`config.mk`:
```
export PLATFORM = sky130hd
export DESIGN_NAME = mmf_rd_top
export DESIGN_NICKNAME = d
export VERILOG_FILES = /design/src/rtl/mmf_pkg.sv /design/src/rtl/mmf_cfg_regs.sv /design/src/rtl/mmf_shifter.sv /design/src/rtl/mmf_seq.sv /design/src/rtl/mmf_rd_top.sv
export SDC_FILE = /design/constraint.sdc
export NUM_CORES = 1
export LEC_CHECK = 0
export ABC_CLOCK_PERIOD_IN_PS = 3680
export BUFFER_PORTS_ARGS = -buffer_cell sky130_fd_sc_hd__buf_2
export CAP_MARGIN = 5
export CORE_MARGIN = 2
export CORE_UTILIZATION = 25
export CTS_CLUSTER_DIAMETER = 50
export DETAILED_ROUTE_END_ITERATION = 6
export SLEW_MARGIN = 5
export SYNTH_ARGS = -nofsm -noshare
export SYNTH_HDL_FRONTEND = slang
export SYNTH_SLANG_ARGS = --single-unit
```
`constraint.sdc`:
```
create_clock -name clk -period 3.68 [get_ports clk]
set_input_delay 0.552 -clock clk [delete_from_list [all_inputs] [get_ports clk]]
set_output_delay 0.552 -clock clk [all_outputs]
set_load 0.005 [all_outputs]
```
`src/rtl/mmf_pkg.sv`:
```
`timescale 1ns/1ps
package mmf_pkg;

    localparam int SETUP_W      = 14;
    localparam int CMD_MAX_BITS = 64;
    localparam int BYTE_W       = 8;

    typedef enum logic [1:0] {
        LN_ONE  = 2'd0,
        LN_TWO  = 2'd1,
        LN_RSVD = 2'd2,
        LN_FOUR = 2'd3
    } lane_mode_e;

    typedef struct packed {
        logic [1:0] lanes;
        logic [1:0] dummy_n;
        logic [1:0] abyte_m1;
        logic [7:0] opcode;
    } setup_t;

    typedef enum logic [1:0] {
        SQ_IDLE = 2'd0,
        SQ_CMD  = 2'd1,
        SQ_DATA = 2'd2,
        SQ_GAP  = 2'd3
    } seq_state_e;

    function automatic setup_t word_to_setup(input logic [SETUP_W-1:0] w);
        return setup_t'(w);
    endfunction

    // Index of the last serial clock within one data byte
    function automatic logic [2:0] last_chunk(input logic [1:0] mode);
        case (mode)
            LN_FOUR: return 3'd1;
            LN_TWO:  return 3'd3;
            default: return 3'd7;
        endcase
    endfunction

    // Serial clocks of the single-line phase, minus one
    function automatic logic [6:0] cmd_last_bit(input setup_t s);
        logic [3:0] nbytes;
        nbytes = 4'd2 + {2'b00, s.abyte_m1} + {2'b00, s.dummy_n};
        return {nbytes, 3'b000} - 7'd1;
    endfunction

endpackage

```
`src/rtl/mmf_cfg_regs.sv`:
```
`timescale 1ns/1ps
module mmf_cfg_regs
    import mmf_pkg::*;
#(
    parameter int NUM_CS    = 4,
    parameter int CFG_IDX_W = 3
) (
    input  logic                         clk,
    input  logic                         rst,
    input  logic                         cfg_we,
    input  logic [CFG_IDX_W-1:0]         cfg_idx,
    input  logic [31:0]                  cfg_wdata,
    output logic                         mm_on,
    output setup_t [NUM_CS-1:0]          setup_bank
);

    localparam logic [CFG_IDX_W-1:0] SWITCH_IDX = CFG_IDX_W'(NUM_CS);

    logic unused_cfg_bits;
    assign unused_cfg_bits = ^cfg_wdata[31:SETUP_W];

    always_ff @(posedge clk) begin
        if (rst) begin
            mm_on <= 1'b0;
        end else if (cfg_we && cfg_idx == SWITCH_IDX) begin
            mm_on <= cfg_wdata[0];
        end
    end

    for (genvar g = 0; g < NUM_CS; g++) begin : g_setup
        always_ff @(posedge clk) begin
            if (rst) begin
                setup_bank[g] <= '0;
            end else if (cfg_we && cfg_idx == CFG_IDX_W'(g)) begin
                setup_bank[g] <= word_to_setup(cfg_wdata[SETUP_W-1:0]);
            end
        end
    end

endmodule

```
`src/rtl/mmf_shifter.sv`:
```
`timescale 1ns/1ps
module mmf_shifter
    import mmf_pkg::*;
#(
    parameter int ADDR_W = 32
) (
    input  logic              clk,
    input  logic              rst,
    input  logic              load,
    input  setup_t            sel_setup,
    input  logic [ADDR_W-1:0] addr,
    input  logic              shift_en,
    input  logic              sample_en,
    input  logic [1:0]        mode,
    input  logic [3:0]        io_in,
    output logic              tx_bit,
    output logic [BYTE_W-1:0] rx_byte
);

    logic [CMD_MAX_BITS-1:0] cmd_sr;
    logic [31:0]             addr32;
    logic [4:0]              align_sh;
    logic [31:0]             addr_al;
    logic [CMD_MAX_BITS-1:0] load_word;

    assign addr32    = 32'(addr);
    assign align_sh  = {2'd3 - sel_setup.abyte_m1, 3'b000};
    assign addr_al   = addr32 << align_sh;
    assign load_word = {sel_setup.opcode, addr_al, 24'd0};

    // Opcode, address and zero dummy bits leave from the top bit
    always_ff @(posedge clk) begin
        if (rst) begin
            cmd_sr <= '0;
        end else if (load) begin
            cmd_sr <= load_word;
        end else if (shift_en) begin
            cmd_sr <= {cmd_sr[CMD_MAX_BITS-2:0], 1'b0};
        end
    end

    assign tx_bit = cmd_sr[CMD_MAX_BITS-1];

    always_ff @(posedge clk) begin
        if (rst) begin
            rx_byte <= '0;
        end else if (sample_en) begin
            case (mode)
                LN_FOUR: rx_byte <= {rx_byte[3:0], io_in[3:0]};
                LN_TWO:  rx_byte <= {rx_byte[5:0], io_in[1:0]};
                default: rx_byte <= {rx_byte[6:0], io_in[1]};
            endcase
        end
    end

endmodule

```
`src/rtl/mmf_seq.sv`:
```
`timescale 1ns/1ps
module mmf_seq
    import mmf_pkg::*;
#(
    parameter int NUM_CS = 4,
    parameter int CS_W   = 2,
    parameter int LEN_W  = 8
) (
    input  logic              clk,
    input  logic              rst,
    input  logic              mm_on,
    input  logic              req_valid,
    output logic              req_ready,
    input  logic [CS_W-1:0]   req_cs,
    input  logic [LEN_W-1:0]  req_len,
    input  setup_t            sel_setup,
    output logic              load,
    output logic              shift_en,
    output logic              sample_en,
    output logic [1:0]        mode,
    output logic              tx_en,
    output logic              sclk,
    output logic [NUM_CS-1:0] cs_n,
    output logic              rsp_valid,
    output logic              rsp_last
);

    seq_state_e       state;
    logic             ph;
    logic [6:0]       cnt;
    logic [LEN_W-1:0] bytes_left;
    logic [1:0]       mode_q;

    assign req_ready = mm_on && (state == SQ_IDLE);
    assign load      = req_valid && req_ready;
    assign shift_en  = (state == SQ_CMD) && ph;
    assign sample_en = (state == SQ_DATA) && ph;
    assign mode      = mode_q;
    assign tx_en     = (state == SQ_CMD);
    assign sclk      = ph;

    always_ff @(posedge clk) begin
        if (rst) begin
            state      <= SQ_IDLE;
            ph         <= 1'b0;
            cnt        <= '0;
            bytes_left <= '0;
            mode_q     <= LN_ONE;
            cs_n       <= '1;
            rsp_valid  <= 1'b0;
            rsp_last   <= 1'b0;
        end else begin
            rsp_valid <= 1'b0;
            rsp_last  <= 1'b0;
            case (state)
                SQ_IDLE: begin
                    if (load) begin
                        state      <= SQ_CMD;
                        ph         <= 1'b0;
                        cnt        <= cmd_last_bit(sel_setup);
                        bytes_left <= req_len;
                        mode_q     <= sel_setup.lanes;
                        cs_n       <= ~(NUM_CS'(1) << req_cs);
                    end
                end
                SQ_CMD: begin
                    ph <= ~ph;
                    if (ph) begin
                        if (cnt == 7'd0) begin
                            state <= SQ_DATA;
                            cnt   <= {4'd0, last_chunk(mode_q)};
                        end else begin
                            cnt <= cnt - 7'd1;
                        end
                    end
                end
                SQ_DATA: begin
                    ph <= ~ph;
                    if (ph) begin
                        if (cnt == 7'd0) begin
                            rsp_valid <= 1'b1;
                            if (bytes_left == LEN_W'(1)) begin
                                rsp_last <= 1'b1;
                                state    <= SQ_GAP;
                                cs_n     <= '1;
                            end else begin
                                bytes_left <= bytes_left - LEN_W'(1);
                                cnt        <= {4'd0, last_chunk(mode_q)};
                            end
                        end else begin
                            cnt <= cnt - 7'd1;
                        end
                    end
                end
                default: begin
                    state <= SQ_IDLE;
                end
            endcase
        end
    end

endmodule

```
`src/rtl/mmf_rd_top.sv`:
```
`timescale 1ns/1ps
module mmf_rd_top
    import mmf_pkg::*;
#(
    parameter int NUM_CS    = 4,
    parameter int ADDR_W    = 32,
    parameter int LEN_W     = 8,
    parameter int CS_W      = $clog2(NUM_CS),
    parameter int CFG_IDX_W = $clog2(NUM_CS + 1)
) (
    input  logic                 clk,
    input  logic                 rst,
    input  logic                 cfg_we,
    input  logic [CFG_IDX_W-1:0] cfg_idx,
    input  logic [31:0]          cfg_wdata,
    input  logic                 req_valid,
    output logic                 req_ready,
    input  logic [ADDR_W-1:0]    req_addr,
    input  logic [CS_W-1:0]      req_cs,
    input  logic [LEN_W-1:0]     req_len,
    output logic                 rsp_valid,
    output logic [7:0]           rsp_data,
    output logic                 rsp_last,
    output logic                 fl_sclk,
    output logic [NUM_CS-1:0]    fl_cs_n,
    output logic [3:0]           fl_io_o,
    output logic [3:0]           fl_io_oe,
    input  logic [3:0]           fl_io_i
);

    logic                mm_on;
    setup_t [NUM_CS-1:0] setup_bank;
    setup_t              sel_setup;
    logic                load;
    logic                shift_en;
    logic                sample_en;
    logic [1:0]          mode;
    logic                tx_en;
    logic                tx_bit;

    assign sel_setup = setup_bank[req_cs];

    mmf_cfg_regs #(
        .NUM_CS    (NUM_CS),
        .CFG_IDX_W (CFG_IDX_W)
    ) u_cfg (
        .clk        (clk),
        .rst        (rst),
        .cfg_we     (cfg_we),
        .cfg_idx    (cfg_idx),
        .cfg_wdata  (cfg_wdata),
        .mm_on      (mm_on),
        .setup_bank (setup_bank)
    );

    mmf_seq #(
        .NUM_CS (NUM_CS),
        .CS_W   (CS_W),
        .LEN_W  (LEN_W)
    ) u_seq (
        .clk       (clk),
        .rst       (rst),
        .mm_on     (mm_on),
        .req_valid (req_valid),
        .req_ready (req_ready),
        .req_cs    (req_cs),
        .req_len   (req_len),
        .sel_setup (sel_setup),
        .load      (load),
        .shift_en  (shift_en),
        .sample_en (sample_en),
        .mode      (mode),
        .tx_en     (tx_en),
        .sclk      (fl_sclk),
        .cs_n      (fl_cs_n),
        .rsp_valid (rsp_valid),
        .rsp_last  (rsp_last)
    );

    mmf_shifter #(
        .ADDR_W (ADDR_W)
    ) u_shift (
        .clk       (clk),
        .rst       (rst),
        .load      (load),
        .sel_setup (sel_setup),
        .addr      (req_addr),
        .shift_en  (shift_en),
        .sample_en (sample_en),
        .mode      (mode),
        .io_in     (fl_io_i),
        .tx_bit    (tx_bit),
        .rx_byte   (rsp_data)
    );

    assign fl_io_o  = {3'b000, tx_bit};
    assign fl_io_oe = {3'b000, tx_en};

endmodule

```
Yosys cells after proc, flatten, opt, wreduce, memory -nomap -nowiden --
Index checks and enable logic that the tools add are counted.
Word-level totals: output and inout port bits 24, word-level logic and storage cells 116, register bits after elaboration 131
Cells by class: bitwise logic cells 4, $lt $le $gt $ge 1, add/subtract/negate cells 6, reductions and logical operators 25, muxes and demuxes 34, shifts and indexed selects 2, eq/ne operators 17
Operators with widths (number):
- $mux 64 | 2
- $mux 7 | 6
- $mux 8 | 4
- $pmux 8 s2 | 2
- $shl 32x5->32 | 1
- $bmux 14 s2 | 1
- $pmux 7 s3 | 1
- $mux 4 | 4
- $reduce_and 5->1 | 3
- $mux 14 | 1
- $sub 7x1->7 const B | 2
- $mux 2 | 6
- $logic_and 1x1->1 | 9
- $eq 8x1->1 const B | 1
- $ne 2x2->1 const B | 4
- $pmux 4 s2 | 1
- $sub 8x1->8 const B | 1
- $logic_not 7->1 | 1
- $eq 3x2->1 const B | 2
- $ne 2x1->1 const B | 3
- $pmux 2 s3 | 1
- $pmux 3 s2 | 1
- $reduce_and 6->1 | 1
- $reduce_bool 2->1 | 3
- other kinds (21) | 28

Logic depth before layout (Yosys ltp) --
Gate-level depths: netlist of run 1.
depth after elaboration 7, depth in mapped cells 13, depth with buffers taken out 10

Modules after synthesis --
Synthesis of run 1 repeated with hierarchy kept, for this count alone.
Second synthesis, totals: cells, all modules 722, area total of the unflattened synthesis 7140.6 um^2
Modules (own cells, without submodules):
- mmf_shifter | cells an instance 278, seq. area each 960.9 um^2, area each 2676.3 um^2, times used 1
- mmf_cfg_regs | cells an instance 205, seq. area each 1141.1 um^2, area each 2296.0 um^2, times used 1
- mmf_seq | cells an instance 213, seq. area each 520.5 um^2, area each 1737.9 um^2, times used 1
- mmf_rd_top | cells an instance 26, seq. area each 0.0 um^2, area each 430.4 um^2, times used 1

Worst setup path after synthesis of run 1 --
Ideal clock, no wire load.
path type input-to-reg, from input req_cs[0], to register u_seq.cnt[5], path buffers 2, arrival time 3245 ps, data required time 3548 ps, path slack 302 ps, stages on the path 12, cell sequence buf_2 -> buf_1 -> mux4_2 -> ha_1 -> fa_1 -> inv_1 -> ha_1 -> xor2_1 -> xnor2_1 -> nor2_1 -> o21ai_0 -> a21oi_1
On the way: longest elaborated chain between the ends 7
RTL lines:
- start: declaration | RTL line mmf_rd_top.sv:19 | input logic [CS_W-1:0] req_cs,
- $bmux 14 s2 (*) | RTL line mmf_rd_top.sv:41 | assign sel_setup = setup_bank[req_cs];
- $mux 14 (implied by the code) (*) | RTL line mmf_rd_top.sv:41
- $add 2x2->3 | RTL line mmf_pkg.sv:45 | nbytes = 4'd2 + {2'b00, s.abyte_m1} + {2'b00, s.dummy_n};
- $add 4x2->4 (*) | RTL line mmf_pkg.sv:45
- $sub 7x1->7 (*) | RTL line mmf_pkg.sv:46 | return {nbytes, 3'b000} - 7'd1;
- $mux 7 (*) | RTL line mmf_seq.sv:57 | if (load) begin
- $pmux 7 s3 (*) | RTL line mmf_seq.sv:55 | case (state)
- end signal: assignment | RTL line mmf_seq.sv:60 | cnt <= cmd_last_bit(sel_setup);
- end signal: assignment | RTL line mmf_seq.sv:71 | cnt <= {4'd0, last_chunk(mode_q)};
- end signal: assignment | RTL line mmf_seq.sv:73 | cnt <= cnt - 7'd1;
- end: declaration | RTL line mmf_seq.sv:30 | logic [6:0] cnt;
Every way passes the cells marked *; elsewhere a longest branch is shown, timed or not. The select of a mux whose other input is x is not followed. A chain may end at the register's enable or synchronous reset.

Worst setup path in the final report of run 1 --
Ends and elaborated chain as after synthesis.

==> results of run 1 <==
-- power by group through the flow --
stage	logic, mW	registers, mW	clock network (mW)
floorplan	0.426	1.53	0
global placement	0.558	1.54	0
detailed placement	0.562	1.54	0
CTS	0.565	1.51	1.96
global route	0.629	1.52	2.03
finish	0.564	1.51	1.92
-- final cells by class --
type                       instances  area (sq um)
tap                              335           419
multi-input combinational        595          3680
timing repair buffer              96           526
clock inverter                    15           241
fill                            2783         18200
clock buffer                      17           425
sequential                       131          2620
inverter                          13          48.8
-- cells in the mapped netlist, drive strengths merged, types with 9 or more instances --
| library cell | instances |
|---|---|
| mux2i | 50 |
| o21ai | 24 |
| nand2 | 150 |
| mux4 | 14 |
| nor3 | 17 |
| a221oi | 9 |
| a21oi | 91 |
| clkbuf | 45 |
| buf | 25 |
| a211oi | 18 |
| dfxtp | 131 |
| nor2 | 87 |
| ha | 11 |
| inv | 13 |
| nand2b | 9 |
| nand3 | 16 |
-- metrics by stage --
step           hold WS, ns  util, %  total power [mW]  cells
3_3_place_gp         0.439     27.9              2.10   1170
4_1_cts              0.380     30.4              4.04   1202
3_5_place_dp         0.446     27.9              2.10   1170
5_1_grt              0.392     30.4              4.18   1202
6_report             0.399     30.4              4.00   1202
2_1_floorplan        0.433        -              1.96    810
-- worst paths after layout --
| kind | from | cells after the start | end |
|---|---|---|---|
| max reg2reg | u_cfg.setup_bank[36] | 10 | u_seq.cnt[5] |
| min | cfg_wdata[1] | 3 | u_cfg.setup_bank[29] |
| max | req_cs[0] | 12 | u_seq.cnt[5] |
| min reg2reg | u_cfg.setup_bank[40] | 2 | u_cfg.setup_bank[40] |
-- sequential cells by signal, summed over array words and instances (netlist names), 2 cells and up --
signal / flops
u_seq.cs_n: 4
u_seq.mode: 2
u_cfg.setup_bank: 56
u_shift.rx_byte: 8
u_seq.cnt: 7
u_seq.bytes_left: 8
u_shift.cmd_sr: 40
u_seq.state: 2
-- critical path, stage by stage --
cell and delay, ns:
buf_2 0.18, buf_4 0.29, mux4_2 0.38, inv_1 0.19, fa_1 0.46, inv_1 0.08
ha_1 0.15, xor2_1 0.18, xnor2_1 0.13, nor2_1 0.05, o21ai_0 0.16, a21oi_1 0.08
-- cells by family after synthesis --
kind of cell             count (synthesis)  synth area share (%)
other                                    1                0.0559
buffers and inverters                   84                  6.23
AND/OR/NAND/NOR                        307                  19.7
adder cells (fa/ha/maj)                 12                  2.35
XOR/XNOR                                 2                 0.261
multiplexers                            72                  13.5
flip-flops                             131                  39.1
AO/OA/AOI/OAI                          196                  18.8
-- per-layer routing --
layer	up-vias	global-route usage [%]	wire length (um)
met5	-	0	12
met4	2	3.97	211
met3	20	2.87	813
met2	131	20.0	8420
met1	2810	17.5	8790
li1	2923	-	-
==> results.sh, run 1 <==
export IMPL_tns_ns=0
export IMPL_hpwl_mm=12.4
export IMPL_fin_area_sq_um=7970
export IMPL_ctsResizeCount=0
export IMPL_ir_drop_uv=233
export IMPL_setup_slack_ns=1.07
export IMPL_hold_viol=0
export IMPL_swShare_pct=27.3
export IMPL_synth_area_sq_um=6710
export IMPL_clockBufferDepth=2
export IMPL_grt_pass1_wl_mm=28.7
export IMPL_grt_ovfl_total=0
export IMPL_p_sw_mw=1.09
export IMPL_p_int_mw=2.91
export IMPL_power_per_cell_area_nw_per_um2=502
export IMPL_status="completed"
export IMPL_holdBufCountCts=0
export IMPL_rsz0062_at_grt="no"
export IMPL_dpl_worst_slack_ns=0.595
export IMPL_chipHeight_um=168
export IMPL_crit_path_max_fanout=12
export IMPL_antenna_found_initial=1
export IMPL_final_common_cell="nand2_1"
export IMPL_fin_crit_sh_pct=71.1
export IMPL_fp_row_count=59
export IMPL_clk_latency_ns=0.42
export IMPL_io_pins=109
export IMPL_routedWlPerCell_um=15.2
export IMPL_synth_cell_types=59
export IMPL_critical_path_class="in -> reg"
export IMPL_sequentialPowerShare_pct=37.8
export IMPL_yosysTopAreaCellShare_pct=39.1
export IMPL_fin_worst_skew_ns=0.0130
export IMPL_grt_max_degree=84
export IMPL_ff2ff_setup_slack_ns=1.13
export IMPL_vias=5886
export IMPL_hold_path_class="in -> reg"
export IMPL_yosysSeqAreaShare_pct=39.1
export IMPL_netlist_top_cells_area="dfxtp_1, nand2_1, mux2i_1"
export IMPL_setup_viol=0
export IMPL_max_slew_margin_rel_pct=34.9
export IMPL_crit_required_ns=3.96
export IMPL_final_cell_mix="nand2_1, dfxtp_1, a21oi_1"
export IMPL_max_freq_mhz=382
export IMPL_p_leak_nw=2.95
export IMPL_synthFlopType="dfxtp_1"
export IMPL_post_route_min_period_ns=2.61
export IMPL_start_util_pct=25.6
export IMPL_routed_wirelength_mm=18.2
export IMPL_p_clk_share_pct=48.1
export IMPL_cts_tree="done"
export IMPL_startpoint_type="primary input"
export IMPL_max_cap_violations=0
export IMPL_ant_nets=0
export IMPL_first_pass_iters=5
export IMPL_cts_root_buffer_cell="clkbuf_16"
export IMPL_dieWidth_um=168
export IMPL_drive_gt1_share_pct=18.5
export IMPL_placed_cell_area_sq_um=7300
export IMPL_antennaDiodeCount=0
export IMPL_end_kind="flop"
export IMPL_cts_sinks=131
export IMPL_vias_per_cell=4.90
export IMPL_synth_edf_count=0
export IMPL_gp_congestion=0.830
export IMPL_synthCells=805
export IMPL_combPwrFrac_pct=14.1
export IMPL_drt_iter0_markers=349
export IMPL_synthArstFlopShare_pct=0
export IMPL_h_tree_depth=4
export IMPL_cts_setup_buffers=0
export IMPL_clk_pin_slew_ns=0.06
export IMPL_ys_ff_latch=131
export IMPL_core_sq_um=26200
export IMPL_layout_nets=951
export IMPL_grt_usage_pct=12.8
export IMPL_syn2layout_area_growth_pct=18.8
export IMPL_io_buffers=84
export IMPL_avgSynthCellArea_sq_um=8.33
export IMPL_yosys_warnings=0
export IMPL_critPathArrivalTime_ns=2.90
export IMPL_worst_pin_slew_ns=0.976
export IMPL_grt_pass1_vias=5435
export IMPL_slew_violations=0
export IMPL_die_area_sq_um=28100
export IMPL_synth_top_area_cell="dfxtp_1"
export IMPL_drc=0
export IMPL_cts_buffers=17
No activity file was read; power rests on OpenSTA's default activity.
==> inputs of run 2 (changes only) <==
--- a/config.mk
+++ b/config.mk
@@ -5,7 +5,7 @@
 export SDC_FILE = /design/constraint.sdc
 export NUM_CORES = 1
 export LEC_CHECK = 0
-export ABC_CLOCK_PERIOD_IN_PS = 3680
+export ABC_CLOCK_PERIOD_IN_PS = 2440
 export BUFFER_PORTS_ARGS = -buffer_cell sky130_fd_sc_hd__buf_2
 export CAP_MARGIN = 5
 export CORE_MARGIN = 2
==> constraint.sdc (replaced) <==
create_clock -name clk -period 2.44 [get_ports clk]
set_input_delay 0.366 -clock clk [delete_from_list [all_inputs] [get_ports clk]]
set_output_delay 0.366 -clock clk [all_outputs]
set_load 0.005 [all_outputs]
==> run 2 against run 1 <==
Against the previous run: cell count is 2.2% higher; combinational power is 66% higher; first-iteration DRC count is 6.6% lower; sequential share of layout area is 0.73 points lower; largest cell class unchanged; design area is 2.3% higher; power is 45% higher; clock power is 35% higher; critical path depth is 2 lower; hold slack worse by 0.20 ns.
==> results.sh, run 2 (synthesis gave the netlist of run 1 again) <==
export IMPL_status="completed"
export IMPL_fp_row_count=59
export IMPL_cts_buffers=17
export IMPL_ant_nets=0
export IMPL_first_pass_iters=5
export IMPL_grt_pass1_vias=5667
export IMPL_core_sq_um=26200
export IMPL_worst_pin_slew_ns=0.707
export IMPL_dieWidth_um=168
export IMPL_antennaDiodeCount=0
export IMPL_cpPeakStageDelay_ns=0.53
export IMPL_startpoint_type="flop"
export IMPL_cp_cell_sequence="mux4_2, ha_4, fa_1, inv_2, ha_4, xor2_2, xnor2_1, nor2_1, o21ai_1, a21oi_1"
export IMPL_max_slew_margin_rel_pct=52.7
export IMPL_use_met3_pct=3.50
export IMPL_fin_crit_sh_pct=99.5
export IMPL_fin_worst_skew_ns=0.0189
export IMPL_routedWlPerCell_um=15.3
export IMPL_end_kind="flop"
export IMPL_dpl_worst_slack_ns=-0.327
export IMPL_grt_usage_pct=13.4
export IMPL_max_cap_violations=0
export IMPL_p_int_mw=4.17
export IMPL_top_regs="u_cfg.setup_bank x56, u_shift.cmd_sr x40"
export IMPL_critPathArrivalTime_ns=2.74
export IMPL_clockBufferDepth=2
export IMPL_syn2layout_area_growth_pct=21.6
export IMPL_max_freq_mhz=412
export IMPL_swShare_pct=28.1
export IMPL_critical_path_most_common_cell="ha_4"
export IMPL_h_tree_depth=4
export IMPL_final_common_cell="nand2_1"
export IMPL_sequentialPowerShare_pct=39.3
export IMPL_setup_viol=0
export IMPL_drive_gt1_share_pct=21.3
export IMPL_cpMaxStageDelayCell="fa_1"
export IMPL_clk_pin_slew_ns=0.06
export IMPL_vias=6038
export IMPL_rsz0062_at_grt="yes"
export IMPL_cts_tree="done"
export IMPL_whs_ns=0.201
export IMPL_hold_viol=0
export IMPL_crit_path_max_fanout=3
export IMPL_cts_root_buffer_cell="clkbuf_16"
export IMPL_power_per_cell_area_nw_per_um2=711
export IMPL_drt_iter0_markers=326
export IMPL_slew_violations=0
export IMPL_cts_sinks=131
export IMPL_largest_reg_flops=56
export IMPL_io_buffers=84
export IMPL_critical_path_class="reg -> reg"
export IMPL_io_pins=109
export IMPL_final_cell_mix="nand2_1, dfxtp_1, a21oi_1"
export IMPL_setup_slack_ns=0.0118
export IMPL_die_area_sq_um=28100
export IMPL_clk_latency_ns=0.43
export IMPL_hold_path_class="in -> reg"
export IMPL_start_util_pct=25.6
export IMPL_post_route_min_period_ns=2.43
export IMPL_p_sw_mw=1.63
export IMPL_top_usage_layer="met2"
export IMPL_antenna_found_initial=0
export IMPL_routed_wirelength_mm=18.9
export IMPL_holdBufCountCts=0
export IMPL_drc=0
export IMPL_layout_nets=978
export IMPL_met2_usage_pct=21.7
export IMPL_p_leak_nw=3.04
export IMPL_grt_max_degree=50
export IMPL_combPwrFrac_pct=16.1
export IMPL_vias_per_cell=4.91
export IMPL_hpwl_mm=13.0
export IMPL_met1_usage_pct=17.8
export IMPL_chipHeight_um=168
export IMPL_p_clk_share_pct=44.6
export IMPL_gp_congestion=0.793
export IMPL_grt_ovfl_total=0
export IMPL_crit_required_ns=2.75
export IMPL_grt_pass1_wl_mm=30.0
export IMPL_top_register="u_cfg.setup_bank"
export IMPL_cts_setup_buffers=0
export IMPL_ir_drop_uv=342
run 2: changes by cell type in the layout (fill, tap and decap cells not counted), sizes merged:
cell      delta
clkbuf       +5
buf         +27
clkinvlp     +1
inv          -5
bufinv       -3
clkinv       +2
run 2: final cells by class:
class | count | area, sq um
fill | 2774 | 18100
multi-input combinational | 595 | 3720
sequential | 131 | 2620
timing repair buffer | 123 | 753
clock buffer | 22 | 464
tap | 335 | 419
clock inverter | 10 | 124
inverter | 13 | 48.8
run 2: per-stage QoR:
stage	total power [mW]	util, %	std cells	instance area (sq um)	TNS [ns]
final	5.80	31.1	1229	8150	0
after global routing	6.05	31.1	1229	8150	-0.0977
after CTS	5.85	31.1	1229	8140	0
after detailed placement	3.25	28.8	1197	7550	-0.774
after global placement	3.25	28.8	1197	7550	-0.637
after floorplan	2.96	-	810	6790	-0.839
run 2: repair_timing:
item,4_1_cts,5_1_grt
gates resized for setup,0,2
pin swaps,1,0
endpoints found under the setup margin,1,1
run 2: per-layer routing:
metal / wire [um] / share of wire, %
met1: 8760 / 46
met2: 8800 / 47
met3: 1070 / 5.6
met4: 231 / 1.2
met5: 0 / 0
run 2: worst max-delay path: cells and delay by family, from the launching register on:
kind / cells / cell delay (ns)
AO/OA/AOI/OAI: 2 / 0.19
XOR/XNOR: 2 / 0.30
adder cells (fa/ha/maj): 3 / 0.88
buffers and inverters: 1 / 0.06
flip-flops: 1 / 0.32
multiplexers: 1 / 0.52
AND/OR/NAND/NOR: 1 / 0.06
run 2: power groups by stage:
stage | Sequential [mW] | Clock, mW | Combinational [mW]
after floorplan | 2.31 | 0 | 0.651
after global placement | 2.32 | 0 | 0.928
after detailed placement | 2.32 | 0 | 0.933
after CTS | 2.28 | 2.63 | 0.938
after global routing | 2.29 | 2.73 | 1.04
final | 2.28 | 2.59 | 0.934
run 2: path summary, 6_finish.rpt:
kind,start,endpoint,slack [ns],cells after the start
max,u_cfg.setup_bank[50],u_seq.cnt[5],0.01,10
min,cfg_wdata[6],u_cfg.setup_bank[48],0.20,3
max reg2reg,u_cfg.setup_bank[50],u_seq.cnt[5],0.01,10
min reg2reg,u_cfg.setup_bank[12],u_cfg.setup_bank[12],0.45,2
